--- src/rtl/cmu_pkg.sv ---
package cmu_pkg;
  localparam int unsigned CMU_GROUPS  = 2;
  localparam int unsigned CMU_GROUP_W = 8;
  localparam int unsigned CMU_STAGES  = 2;
endpackage

--- src/rtl/cmu_rst_sync.sv ---
module cmu_rst_sync (
  input  logic clk_i,
  input  logic rst_ni,
  output logic rst_no
);
  logic [1:0] chain_q;

  always_ff @(posedge clk_i or negedge rst_ni) begin
    if (!rst_ni) chain_q <= 2'b00;
    else         chain_q <= {chain_q[0], 1'b1};
  end

  assign rst_no = chain_q[1];
endmodule

--- src/rtl/cmu_mask_regs.sv ---
module cmu_mask_regs #(
  parameter int unsigned GROUPS  = 2,
  parameter int unsigned GROUP_W = 8,
  localparam int unsigned SEL_W  = (GROUPS > 1) ? $clog2(GROUPS) : 1,
  localparam int unsigned TOT_W  = GROUPS * GROUP_W
) (
  input  logic               clk_i,
  input  logic               rst_ni,
  input  logic               wr_en_i,
  input  logic [SEL_W-1:0]   wr_sel_i,
  input  logic [GROUP_W-1:0] wr_data_i,
  output logic [TOT_W-1:0]   mask_o
);
  for (genvar g = 0; g < GROUPS; g++) begin : g_grp
    logic               load;
    logic [GROUP_W-1:0] reg_q;

    assign load = wr_en_i && (wr_sel_i == SEL_W'(g));

    always_ff @(posedge clk_i or negedge rst_ni) begin
      if (!rst_ni)   reg_q <= '1;
      else if (load) reg_q <= wr_data_i;
    end

    assign mask_o[g*GROUP_W +: GROUP_W] = reg_q;
  end
endmodule

--- src/rtl/cmu_bit_sync.sv ---
module cmu_bit_sync #(
  parameter int unsigned W      = 16,
  parameter int unsigned STAGES = 2
) (
  input  logic         clk_i,
  input  logic         rst_ni,
  input  logic [W-1:0] d_i,
  output logic [W-1:0] q_o
);
  logic [W-1:0] stage_q [STAGES];

  for (genvar s = 0; s < STAGES; s++) begin : g_stage
    logic [W-1:0] stage_d;
    if (s == 0) begin : g_first
      assign stage_d = d_i;
    end else begin : g_rest
      assign stage_d = stage_q[s-1];
    end

    always_ff @(posedge clk_i or negedge rst_ni) begin
      if (!rst_ni) stage_q[s] <= '1;
      else         stage_q[s] <= stage_d;
    end
  end

  assign q_o = stage_q[STAGES-1];
endmodule

--- src/rtl/cmu_ready_ctrl.sv ---
module cmu_ready_ctrl #(
  parameter int unsigned TOT_W  = 16,
  parameter int unsigned STAGES = 2,
  localparam int unsigned CNT_W = $clog2(STAGES + 1)
) (
  input  logic             clk_i,
  input  logic             rst_ni,
  input  logic             wr_en_i,
  input  logic             ie_set_i,
  input  logic             ie_clr_i,
  input  logic             st_clr_i,
  input  logic [TOT_W-1:0] mask_i,
  input  logic [TOT_W-1:0] gate_i,
  output logic             ready_o,
  output logic             ien_o
);
  logic             busy_q, busy_d;
  logic [CNT_W-1:0] cnt_q, cnt_d;
  logic             rdy_q, rdy_d;
  logic             ien_q, ien_d;
  logic             match;

  assign match = (gate_i == mask_i);

  always_comb begin
    busy_d = busy_q;
    cnt_d  = cnt_q;
    rdy_d  = rdy_q;
    if (wr_en_i) begin
      busy_d = 1'b1;
      cnt_d  = CNT_W'(STAGES);
      rdy_d  = 1'b0;
    end else if (busy_q) begin
      if (cnt_q != '0) begin
        cnt_d = cnt_q - CNT_W'(1);
      end else if (match) begin
        rdy_d  = 1'b1;
        busy_d = 1'b0;
      end
    end else if (st_clr_i) begin
      rdy_d = 1'b0;
    end
  end

  always_comb begin
    ien_d = ien_q;
    if (ie_clr_i)      ien_d = 1'b0;
    else if (ie_set_i) ien_d = 1'b1;
  end

  always_ff @(posedge clk_i or negedge rst_ni) begin
    if (!rst_ni) begin
      busy_q <= 1'b0;
      cnt_q  <= '0;
      rdy_q  <= 1'b1;
      ien_q  <= 1'b0;
    end else begin
      busy_q <= busy_d;
      cnt_q  <= cnt_d;
      rdy_q  <= rdy_d;
      ien_q  <= ien_d;
    end
  end

  assign ready_o = rdy_q;
  assign ien_o   = ien_q;
endmodule

--- src/rtl/clk_mask_unit.sv ---
module clk_mask_unit #(
  parameter int unsigned GROUPS  = cmu_pkg::CMU_GROUPS,
  parameter int unsigned GROUP_W = cmu_pkg::CMU_GROUP_W,
  parameter int unsigned STAGES  = cmu_pkg::CMU_STAGES,
  localparam int unsigned SEL_W  = (GROUPS > 1) ? $clog2(GROUPS) : 1,
  localparam int unsigned TOT_W  = GROUPS * GROUP_W
) (
  input  logic               clk_i,
  input  logic               rst_ni,
  input  logic               wr_en_i,
  input  logic [SEL_W-1:0]   wr_sel_i,
  input  logic [GROUP_W-1:0] wr_data_i,
  input  logic               ie_set_i,
  input  logic               ie_clr_i,
  input  logic               st_clr_i,
  output logic [TOT_W-1:0]   gate_en_o,
  output logic               mask_ready_o,
  output logic               irq_o
);
  logic             rst_n_sync;
  logic [TOT_W-1:0] mask_q;
  logic             ien;

  cmu_rst_sync u_rst (
    .clk_i (clk_i),
    .rst_ni(rst_ni),
    .rst_no(rst_n_sync)
  );

  cmu_mask_regs #(.GROUPS(GROUPS), .GROUP_W(GROUP_W)) u_regs (
    .clk_i    (clk_i),
    .rst_ni   (rst_n_sync),
    .wr_en_i  (wr_en_i),
    .wr_sel_i (wr_sel_i),
    .wr_data_i(wr_data_i),
    .mask_o   (mask_q)
  );

  cmu_bit_sync #(.W(TOT_W), .STAGES(STAGES)) u_sync (
    .clk_i (clk_i),
    .rst_ni(rst_n_sync),
    .d_i   (mask_q),
    .q_o   (gate_en_o)
  );

  cmu_ready_ctrl #(.TOT_W(TOT_W), .STAGES(STAGES)) u_ctrl (
    .clk_i   (clk_i),
    .rst_ni  (rst_n_sync),
    .wr_en_i (wr_en_i),
    .ie_set_i(ie_set_i),
    .ie_clr_i(ie_clr_i),
    .st_clr_i(st_clr_i),
    .mask_i  (mask_q),
    .gate_i  (gate_en_o),
    .ready_o (mask_ready_o),
    .ien_o   (ien)
  );

  assign irq_o = mask_ready_o & ien;
endmodule

--- config.mk ---
export PLATFORM = sky130hd
export DESIGN_NAME = clk_mask_unit
export DESIGN_NICKNAME = d
export VERILOG_FILES = /design/src/rtl/cmu_pkg.sv /design/src/rtl/cmu_rst_sync.sv /design/src/rtl/cmu_mask_regs.sv /design/src/rtl/cmu_bit_sync.sv /design/src/rtl/cmu_ready_ctrl.sv /design/src/rtl/clk_mask_unit.sv
export SDC_FILE = /design/constraint.sdc
export NUM_CORES = 1
export LEC_CHECK = 0
export BUFFER_PORTS_ARGS = -buffer_cell sky130_fd_sc_hd__buf_2
export CELL_PAD_IN_SITES_DETAIL_PLACEMENT = 2
export CELL_PAD_IN_SITES_GLOBAL_PLACEMENT = 2
export CORE_ASPECT_RATIO = 0.5
export CORE_MARGIN = 3
export CORE_UTILIZATION = 39
export CTS_CLUSTER_SIZE = 20
export DETAILED_ROUTE_END_ITERATION = 10
export HOLD_SLACK_MARGIN = 0.12
export MAX_ROUTING_LAYER = met4
export PLACE_DENSITY = 0.79
export SYNTH_ARGS = -nofsm -noshare
export SYNTH_HDL_FRONTEND = slang
export SYNTH_SLANG_ARGS = --single-unit
--- constraint.sdc ---
create_clock -name clk_i -period 2 [get_ports clk_i]
set_input_delay 0.1 -clock clk_i [delete_from_list [all_inputs] [get_ports clk_i]]
set_output_delay 0.1 -clock clk_i [all_outputs]
set_load 0.05 [all_outputs]
==> qor.yml <==
synth:
  yosys.area_share.simple: 0.04768
  synth-seq-cells: 55
  syn-num-nets: 130
  syn_inst: 114
  synth-adder-area-share: 0.006532
  synth_top_area_frac: 0.6721
  ys_types: 23
  synth_area_sq_mm: 0.001916
  synth-xor-area-share: 0.07773
  yosys-top-cells-area: "dfstp_2 67%, mux2_2 9.4%, dfrtp_1 7.8%"
  yosysWarnings: 0
  synth_top_family_by_area: "multiplexers"
  synth.avg_cell_area_sq_um: 16.80
  ys_seq_area_frac: 0.7505
  synthMuxAreaShare: 0.09406
  synth_area_leader_cell: "dfstp_2"
  synth_compound_area_frac: 0.01568
routing:
  via_per_inst: 4.551
  drc_errors: 0
  vias: 1065
  drt-initial-drc-count: 14
  ant_nets: 0
  dr.pass1.iters: 3
  wirelength_um: 4233
  avgRoutedWirePerCell_um: 18.09
clocking:
  clkTransAtPathRegs_ps: 90
  htree_levels: 2
  cts_buffers: 5
  cts_tree: "yes"
  cts_resized: 0
  clock_sink_count: 55
  post_cts_buffers: 0
  clk_latency_ps: 300
  holdBufCountCts: 13
  clockBufferDepth: 2
  cts-root-buf: "clkbuf_8"
power:
  powerDensity_mw_per_mm2: 1151
  clkPwrFrac: 0.269
  power_switching_uw: 802.3
  combPwrFrac: 0.192
  seq_power_share: 0.539
  power_leakage_nw: 1.013
  ir_worst_vdd_v: 0.0004576
  switching_share: 0.2872
  intPower_mw: 1.991
floorplan:
  core_sq_mm: 0.004552
  design.die.area_sq_mm: 0.005840
  io_pins: 33
  core.rowCount: 17
  die_h_um: 55.56
  die_w_um: 105.1
  initial_utilization: 0.4208
setup_path:
  worstPathArrival_ps: 1680
  cp_max_fo: 3
  startpoint_type: "register"
  crit_path_end_kind: "register"
  cp.required_ps: 2180
  crit_type: "reg2reg"
place:
  gp_congestion: 0.7555
  dp_hpwl_um: 2987
  place_area_sq_mm: 0.002180
  port_buffers: 32
global_routing:
  grt_usage: 0.1730
  grt.met1_usage: 0.2095
  use_met3: 0.04084
  grtUsageMet2: 0.2871
  grt_pass1_vias: 1327
  antenna_found_initial: 0
  grt_pass1_wl_um: 7300
  grt_overflow: 0
  grt_max_degree: 45
  grt-busiest-layer: "met2"
layout:
  design_area_sq_mm: 0.002427
  area_growth_syn_to_layout_pct: 26.71
  nets: 183
  antenna_cells: 0
  drive_above_1_share: 0.6429
timing:
  maxSlewViolCount: 0
  min_period_ps: 1507
  fin_skew_ps: 9.531
  hold_viol_final: 0
  fmax_mhz: 663.6
  fin_crit_sh: 0.7535
  fin_setup_tns_ps: 0
  holdWs_ps: 239.6
  setup_violations: 0
  rsz0062_at_grt: "false"
job:
  cap_viol_max_count: 0
status:
  status: "finished clean"
worst_hold_path:
  worstHoldPathType: "in2reg"
final timing paths:
| path | from | cells past startpoint | slack (ps) | endpoint |
|---|---|---|---|---|
| worst max-delay path | u_regs.g_grp[0].reg_q[4]$_DFFE_PN1P_ | 4 | 490 | u_ctrl.busy_q$_DFF_PN0_ |
| worst min-delay path | wr_sel_i | 3 | 240 | u_regs.g_grp[0].reg_q[4]$_DFFE_PN1P_ |
| worst max register to register | u_regs.g_grp[0].reg_q[4]$_DFFE_PN1P_ | 4 | 490 | u_ctrl.busy_q$_DFF_PN0_ |
| worst min register to register | u_sync.g_stage[1].stage_d[10]$_DFF_PN1_ | 0 | 360 | u_sync.q_o[10]$_DFF_PN1_ |
| max in group asynchronous | rst_ni | 3 | 1190 | u_rst.chain_q[1]$_DFF_PN0_ |
| min in group asynchronous | u_rst.chain_q[1]$_DFF_PN0_ | 0 | 370 | u_sync.q_o[2]$_DFF_PN1_ |
power by group through the flow:
stage	Clock (mW)	Combinational, mW	Sequential (mW)
2_1_floorplan	0	0.197	1.68
3_3_place_gp	0	0.500	1.50
3_5_place_dp	0	0.521	1.53
4_1_cts	0.771	0.546	1.51
5_1_grt	0.838	0.588	1.53
6_report	0.751	0.537	1.51
cells in the mapped netlist:
library cell,n
o21a_1,1
nand4_1,2
nor2b_1,1
nor4_1,1
xnor2_1,13
dfrtp_1,6
inv_1,3
nor2_4,1
nor2_1,5
nand2b_1,1
conb_1,1
and3_1,1
a31oi_1,1
a31o_1,1
nand3_1,1
o211ai_1,1
nor3_1,1
xor2_1,4
and2_1,1
mux2_2,16
ha_1,1
nand2_1,2
dfstp_2,49
flip-flops by register name, indices dropped and copies added (netlist names):
| name | flops |
|---|---|
| u_ctrl.busy_q | 1 |
| u_ctrl.cnt_q | 2 |
| u_ctrl.ien_o | 1 |
| u_ctrl.ready_o | 1 |
| u_regs.g_grp.reg_q | 16 |
| u_rst.chain_q | 2 |
| u_sync.g_stage.stage_d | 16 |
| u_sync.q_o | 16 |
worst max-delay path, stage by stage, from the launching register on:
cell     delay, ps
dfstp_2        560
xor2_1          90
nor4_1         380
and3_1         250
a31oi_1        110
placed cells by master, fill, tap and decap left out, types with 2 or more instances in the layout:
cell type,synthesis,layout
buf_2,0,32
clkbuf_8,0,6
dfrtp_1,6,5
dfstp_2,49,49
dlygate4sd3_1,0,13
inv_1,3,3
mux2_2,16,16
nand2_1,2,2
nand4_1,2,2
nor2_1,5,5
xnor2_1,13,13
xor2_1,4,4
cell families (layout without fill, tap and decap cells):
group                    after synthesis  after routing
AO/OA/AOI/OAI                          4              4
XOR/XNOR                              17             17
adder cells (fa/ha/maj)                1              1
buffers and inverters                  3             57
flip-flops                            55             55
multiplexers                          16             16
other                                  1              1
AND/OR/NAND/NOR                       17             17
per-layer routing:
| layer | share of wire | vias up |
|---|---|---|
| met3 | 0.032 | 7 |
| met5 | 0 | - |
| met4 | 0.018 | 0 |
| met1 | 0.44 | 557 |
| li1 | - | 480 |
| met2 | 0.51 | 21 |
metrics by stage:
stage | instances | utilization | total power [mW] | worst slack [ps]
2_1_floorplan | 114 | - | 1.875 | 441.1
3_3_place_gp | 213 | 0.4788 | 2.000 | 539.9
3_5_place_dp | 213 | 0.4788 | 2.046 | 511.3
4_1_cts | 234 | 0.5333 | 2.828 | 492.5
5_1_grt | 234 | 0.5333 | 2.960 | 382.9
6_report | 234 | 0.5333 | 2.793 | 493.0
area by class of cell:
cell class	count	area, sq um
Sequential cell	55	1439
Timing Repair Buffer	46	310.3
Multi-Input combinational cell	56	466.7
Inverter	3	11.26
Tap cell	66	82.58
Fill cell	422	2125
Clock inverter	2	35.03
Clock buffer	6	82.58
Power figures use the tool's default switching activity.
